<file path="src/rtl/paged_bridge_pkg.sv">
package paged_bridge_pkg;
  localparam int PHY_W   = 5;
  localparam int REG_W   = 5;
  localparam int HALF_W  = 16;
  localparam int WORD_W  = 2 * HALF_W;
  localparam int PAGE_W  = 9;
  localparam int SUB_W   = 3;
  localparam logic [PHY_W-1:0] PAGE_PHY      = 5'h18;
  localparam logic [REG_W-1:0] PAGE_REG      = 5'h00;
  localparam logic [PHY_W-1:0] DATA_PHY_BASE = 5'h10;

  typedef enum logic [2:0] {
    ST_IDLE, ST_PAGE, ST_SETTLE, ST_XFER1, ST_XFER2, ST_DONE
  } bridge_state_t;
endpackage

</file>
<file path="src/rtl/pbr_addr_split.sv">
module pbr_addr_split
  import paged_bridge_pkg::*;
#(
  parameter int ADDR_W = 32
) (
  input  logic [ADDR_W-1:0] addr,
  output logic [PAGE_W-1:0] page,
  output logic [SUB_W-1:0]  sub,
  output logic [REG_W-1:0]  idx
);
  logic [ADDR_W-1:0] half_addr;
  logic [ADDR_W-1:0] sub_addr;
  logic [ADDR_W-1:0] page_addr;

  always_comb begin
    half_addr = addr >> 1;
    sub_addr  = half_addr >> REG_W;
    page_addr = sub_addr >> SUB_W;
    idx  = half_addr[REG_W-1:0] & ~REG_W'(1);
    sub  = sub_addr[SUB_W-1:0];
    page = page_addr[PAGE_W-1:0];
  end

  initial begin
    assert (ADDR_W >= 1 + REG_W + SUB_W + PAGE_W)
      else $error("address too narrow for page field");
  end
endmodule

</file>
<file path="src/rtl/pbr_settle_timer.sv">
module pbr_settle_timer #(
  parameter int SETTLE_CYCLES = 50000
) (
  input  logic clk,
  input  logic rst_n,
  input  logic run,
  output logic expired
);
  localparam int CNT_W = (SETTLE_CYCLES < 2) ? 1 : $clog2(SETTLE_CYCLES);
  localparam logic [CNT_W-1:0] LAST = CNT_W'(SETTLE_CYCLES - 1);

  logic [CNT_W-1:0] cnt;

  always_ff @(posedge clk) begin
    if (!rst_n || !run) cnt <= '0;
    else if (cnt != LAST) cnt <= cnt + 1'b1;
  end

  assign expired = run && (cnt == LAST);

  assert_timer_idle_R4: assert property (@(posedge clk) disable iff (!rst_n)
    !run |=> (cnt == '0));
endmodule

</file>
<file path="src/rtl/pbr_half_sel.sv">
module pbr_half_sel
  import paged_bridge_pkg::*;
(
  input  logic              second,
  input  logic              hi_first,
  input  logic [REG_W-1:0]  idx,
  input  logic [WORD_W-1:0] word,
  output logic [REG_W-1:0]  reg_num,
  output logic [HALF_W-1:0] half_data
);
  logic take_hi;

  always_comb begin
    take_hi   = second ^ hi_first;
    reg_num   = idx | {{(REG_W-1){1'b0}}, take_hi};
    half_data = take_hi ? word[WORD_W-1:HALF_W] : word[HALF_W-1:0];
  end
endmodule

</file>
<file path="src/rtl/paged_reg_bridge.sv">
module paged_reg_bridge
  import paged_bridge_pkg::*;
#(
  parameter int ADDR_W        = 32,
  parameter int SETTLE_CYCLES = 50000
) (
  input  logic              clk,
  input  logic              rst_n,
  input  logic              cfg_lo_first,
  input  logic              host_req_valid,
  output logic              host_req_ready,
  input  logic              host_req_write,
  input  logic [ADDR_W-1:0] host_req_addr,
  input  logic [31:0]       host_req_wdata,
  output logic              host_rsp_valid,
  output logic [31:0]       host_rsp_rdata,
  output logic              mdio_req,
  input  logic              mdio_ack,
  output logic              mdio_wr,
  output logic [4:0]        mdio_phy,
  output logic [4:0]        mdio_reg,
  output logic [15:0]       mdio_wdata,
  input  logic [15:0]       mdio_rdata
);
  bridge_state_t state, state_nx;

  logic [ADDR_W-1:0] addr_q;
  logic              wr_q;
  logic              lofirst_q;
  logic [WORD_W-1:0] wdata_q;
  logic [HALF_W-1:0] lo_q, hi_q;

  logic [PAGE_W-1:0] page;
  logic [SUB_W-1:0]  sub;
  logic [REG_W-1:0]  idx;
  logic [REG_W-1:0]  half_reg;
  logic [HALF_W-1:0] half_data;
  logic              settle_done;
  logic              accept;

  pbr_addr_split #(.ADDR_W(ADDR_W)) u_split (
    .addr(addr_q), .page(page), .sub(sub), .idx(idx)
  );

  pbr_settle_timer #(.SETTLE_CYCLES(SETTLE_CYCLES)) u_settle (
    .clk(clk), .rst_n(rst_n), .run(state == ST_SETTLE), .expired(settle_done)
  );

  pbr_half_sel u_half (
    .second(state == ST_XFER2), .hi_first(wr_q && !lofirst_q),
    .idx(idx), .word(wdata_q), .reg_num(half_reg), .half_data(half_data)
  );

  assign host_req_ready = (state == ST_IDLE);
  assign accept         = host_req_valid && host_req_ready;
  assign host_rsp_valid = (state == ST_DONE);
  assign host_rsp_rdata = {hi_q, lo_q};

  always_comb begin
    state_nx = state;
    unique case (state)
      ST_IDLE:   if (accept)      state_nx = ST_PAGE;
      ST_PAGE:   if (mdio_ack)    state_nx = ST_SETTLE;
      ST_SETTLE: if (settle_done) state_nx = ST_XFER1;
      ST_XFER1:  if (mdio_ack)    state_nx = ST_XFER2;
      ST_XFER2:  if (mdio_ack)    state_nx = ST_DONE;
      ST_DONE:                    state_nx = ST_IDLE;
      default:                    state_nx = ST_IDLE;
    endcase
  end

  always_ff @(posedge clk) begin
    if (!rst_n) state <= ST_IDLE;
    else        state <= state_nx;
  end

  always_ff @(posedge clk) begin
    if (!rst_n) begin
      addr_q    <= '0;
      wr_q      <= 1'b0;
      lofirst_q <= 1'b0;
      wdata_q   <= '0;
      lo_q      <= '0;
      hi_q      <= '0;
    end else begin
      if (accept) begin
        addr_q    <= host_req_addr;
        wr_q      <= host_req_write;
        lofirst_q <= cfg_lo_first;
        wdata_q   <= host_req_wdata;
      end
      if (mdio_ack && !wr_q && state == ST_XFER1) lo_q <= mdio_rdata;
      if (mdio_ack && !wr_q && state == ST_XFER2) hi_q <= mdio_rdata;
    end
  end

  always_comb begin
    mdio_req   = 1'b0;
    mdio_wr    = 1'b0;
    mdio_phy   = '0;
    mdio_reg   = '0;
    mdio_wdata = '0;
    case (state)
      ST_PAGE: begin
        mdio_req   = 1'b1;
        mdio_wr    = 1'b1;
        mdio_phy   = PAGE_PHY;
        mdio_reg   = PAGE_REG;
        mdio_wdata = HALF_W'(page);
      end
      ST_XFER1, ST_XFER2: begin
        mdio_req   = 1'b1;
        mdio_wr    = wr_q;
        mdio_phy   = DATA_PHY_BASE | PHY_W'(sub);
        mdio_reg   = half_reg;
        mdio_wdata = half_data;
      end
      default: ;
    endcase
  end

  assert_hold_until_ack_R9: assert property (@(posedge clk) disable iff (!rst_n)
    (mdio_req && !mdio_ack) |=> (mdio_req && $stable(mdio_phy) && $stable(mdio_reg)
                                 && $stable(mdio_wr) && $stable(mdio_wdata)));

  assert_page_is_write_R3: assert property (@(posedge clk) disable iff (!rst_n)
    (mdio_req && mdio_phy == PAGE_PHY) |-> (mdio_wr && mdio_reg == PAGE_REG));

  assert_data_phy_range_R5: assert property (@(posedge clk) disable iff (!rst_n)
    (mdio_req && mdio_phy != PAGE_PHY) |-> (mdio_phy[4:3] == 2'b10));

  assert_rsp_single_R11: assert property (@(posedge clk) disable iff (!rst_n)
    host_rsp_valid |=> (!host_rsp_valid && host_req_ready));

  assert_no_bus_when_ready_R10: assert property (@(posedge clk) disable iff (!rst_n)
    host_req_ready |-> (!mdio_req && !host_rsp_valid));

  assert_accept_goes_busy_R10: assert property (@(posedge clk) disable iff (!rst_n)
    (host_req_valid && host_req_ready) |=> (!host_req_ready && mdio_req));
endmodule

</file>
<file path="config.mk">
export PLATFORM = sky130hd
export DESIGN_NAME = paged_reg_bridge
export DESIGN_NICKNAME = d
export VERILOG_FILES = /design/src/rtl/paged_bridge_pkg.sv /design/src/rtl/pbr_addr_split.sv /design/src/rtl/pbr_settle_timer.sv /design/src/rtl/pbr_half_sel.sv /design/src/rtl/paged_reg_bridge.sv
export SDC_FILE = /design/constraint.sdc
export NUM_CORES = 1
export LEC_CHECK = 0
export BUFFER_PORTS_ARGS = -buffer_cell sky130_fd_sc_hd__buf_2
export CAP_MARGIN = 20
export CORE_MARGIN = 8
export CORE_UTILIZATION = 53
export CTS_BUF_LIST = sky130_fd_sc_hd__clkbuf_16
export DETAILED_ROUTE_END_ITERATION = 10
export PLACE_DENSITY_LB_ADDON = 0.1
export RECOVER_POWER = 100
export REMOVE_ABC_BUFFERS = 1
export SYNTH_ARGS = -nofsm -noshare
export SYNTH_HDL_FRONTEND = slang
export SYNTH_SLANG_ARGS = --single-unit
</file>
<file path="constraint.sdc">
create_clock -name clk -period 4.9 [get_ports clk]
set_input_delay 0.49 -clock clk [delete_from_list [all_inputs] [get_ports clk]]
set_output_delay 0.49 -clock clk [all_outputs]
set_load 0.02 [all_outputs]
</file>
==> flow_summary.toml <==
[sta]
maxSlewViolCount = 51
finalHoldViolations = 0
max_freq_ghz = 0.310
grt_setup_unrepaired = "no"
setup_viol = 0
maxSlewHeadroom = -0.620
fin_crit_ns = 3.22
setup_slack_ns = 1.68
period_share = 0.658
worst_slew_pin_slew_ns = 2.43
fin_skew_ns = 0.00701
setup_tns_ns = 0

[clock_tree]
cts-root-buf = "clkbuf_16"
cts_hold_buf = 0
cts.sinks = 101
cts_tree = "done"
cts_buffer_depth = 2
cts_made_buffers = 9
cts_resized = 0
postCtsSetupBuffers = 0
clkSlewWorstSetupHoldPaths_ns = 0.07
cts.htree.levels = 3
clock_latency_ns = 0.33

[worst_setup_path]
reg2reg_to = "addr_q[10]$_SDFFE_PN0P_"
critical_path.max_fanout = 26
r2r_cells = 4
rr_startpoint = "state[1]$_SDFFE_PN0P_"
critical_path_class = "flip-flop to output port"
cp-start-kind = "flip-flop"
ff2ff_setup_slack_ns = 1.76
crit_required_ns = 4.41
endpoint_kind = "output port"
worstPathArrival_ns = 2.73
startpoint = "state[2]$_SDFFE_PN0P_"

[placed_design]
io_buffer_count = 131
dp_slack_ns = 2.52
finalWeightedCongestion = 0.774
dp_hpwl_um = 7110

[pwr]
p_comb_frac = 0.125
vdd_drop_max_mv = 0.180
intPower_mw = 1.29
power_switching_mw = 0.472
clkPwrFrac = 0.372
swShare = 0.268
power-per-cell-area_nw_per_um2 = 350
power.total_mw = 1.76
seq_power_share = 0.503
total_leakage_power_nw = 2.06

[cells_and_area]
seqCellArea_um2 = 2020
nets = 700
area_delta_synth_final_pct = 19.8
multi_input_area_um2 = 1990
drive_gt1_frac = 0.155
antenna_cells = 0
utilization = 0.652
fillers = 723

[yosys]
yosys.area.top_type = "dfxtp_1"
ys_seq_area_frac = 0.481
syn_inst = 499
ys_seq_elements = 101
ys_warn_count = 0
synth_top_cells_by_count = "nand2_1, dfxtp_1, a21oi_1, nor2_1, mux2i_1"
ys_async_sr_fraction = 0
synth_top_area_share = 0.481
synth_edf_count = 0
post_synth.cell_area_avg_um2 = 8.43
synth_area_leaders = "dfxtp_1, mux2i_1, nand2_1, a21oi_1, nor2_1"
ys.flop_type = "dfxtp_1"
synth_most_common_cell = "nand2_1"
synth_cell_types = 41
synth_area_um2 = 4210

[grt]
grt_pass1_wl_um = 17500
grt_use_total = 0.187
grt_pass1_vias = 3764
overflow = 0
grt_max_degree = 87
antenna_found_initial = 0

[die]
boundaryPins = 148
std_cell_rows = 32
start_util = 0.544
coreArea_um2 = 7730
die_area_um2 = 11000
die_w_um = 105
die_height_um = 105

[min_path]
min_path_cells = 3
min_to = "addr_q[3]$_SDFFE_PN0P_"
hold_start = "host_req_addr[3]"
hold_path.class = "input port to flip-flop"

[job]
maxCapViolCount = 1

[route]
post_drt_wl_per_cell_um = 14.3
drt_iter0_drc = 133
vias = 3729
wl_um = 10300
drc = 0
avgViaCountPerCell = 5.18
first_pass_iters = 5
postRouteAntennaNets = 0

[status]
status = "complete, but fails checks"
violations = "capacitance limit, slew limit"
==> flip-flops by register name (all words and copies together), names as in the netlist <==
register	flops
state	3
wr_q	1
wdata_q	32
hi_q	16
u_settle.cnt	16
lofirst_q	1
addr_q	16
lo_q	16
==> metal layers <==
layer | track usage | vias up | part of all wire
li1 | - | 1896 | -
met3 | 0.0823 | 11 | 0.087
met2 | 0.315 | 118 | 0.48
met5 | 0 | - | 0
met1 | 0.210 | 1704 | 0.42
met4 | 0.0520 | 0 | 0.0099
==> cells by family (layout without fill, tap and decap cells) <==
| kind of cell | Yosys count | in the layout | share of synthesized area |
|---|---|---|---|
| compound gates | 83 | 83 | 0.104 |
| simple gates | 221 | 221 | 0.240 |
| flops | 101 | 101 | 0.481 |
| buf+inv | 36 | 155 | 0.0378 |
| fa+ha+maj | 1 | 1 | 0.00297 |
| mux | 49 | 49 | 0.117 |
| xor+xnor | 8 | 8 | 0.0184 |
==> worst max-delay path: stages (launching register included) <==
cell      delay (ns)
dfxtp_1         0.50
nor3b_1         0.62
nor2_1          0.08
clkbuf_1        0.52
o21ai_0         0.40
clkbuf_1        0.28
==> final cells by class <==
type,instances,share of cell area
multi-input combinational,362,0.396
inverter,4,0.00298
sequential,101,0.401
timing repair buffer,135,0.120
clock inverter,7,0.0102
clock buffer,9,0.0447
tap,102,0.0253
==> per-stage QoR <==
stage / cell area [µm²] / cells / hold slack (ns)
6_report: 5040 / 720 / 0.388
5_1_grt: 5040 / 720 / 0.382
2_1_floorplan: 4060 / 467 / 0.432
4_1_cts: 5150 / 720 / 0.379
3_5_place_dp: 4880 / 704 / 0.444
3_3_place_gp: 4880 / 704 / 0.438
==> placed cells by master, fill, tap and decap left out, types with 2 or more instances in the layout <==
cell type,n
clkinv_1,2
a21oi_1,58
nand2_1,119
xor2_1,2
nor2b_1,8
or3_1,3
nor3b_1,2
and3b_1,3
inv_1,4
clkbuf_16,9
nor3_1,5
mux2i_1,49
xnor2_1,5
or4bb_1,2
nand3b_1,3
or3_2,2
nor4_1,3
clkinvlp_4,2
nand3_1,7
dfxtp_1,101
nor2_1,55
clkbuf_1,63
a31o_2,2
buf_4,3
o21ai_0,19
buf_2,69
==> how the worst max path moves through the flow <==
stage / end / slack, ns / cells past startpoint
2_1_floorplan: u_settle.cnt[13]$_SDFFE_PP0P_ / 2.29 / 4
3_3_place_gp: u_settle.cnt[13]$_SDFFE_PP0P_ / 2.54 / 6
3_5_place_dp: u_settle.cnt[13]$_SDFFE_PP0P_ / 2.52 / 6
4_1_cts: mdio_wdata[4] / 2.22 / 6
5_1_grt: addr_q[7]$_SDFFE_PN0P_ / 1.30 / 4
6_report: mdio_wdata[1] / 1.68 / 5
==> power by group through the flow <==
stage               logic (mW)  clock network (mW)  registers (mW)
detailed placement       0.223                   0           0.905
floorplan                0.139                   0           0.902
global placement         0.218                   0           0.903
global route             0.249               0.705           0.891
finish                   0.220               0.656           0.886
CTS                      0.223               0.672           0.887
No activity file was read; power rests on OpenSTA's default activity.
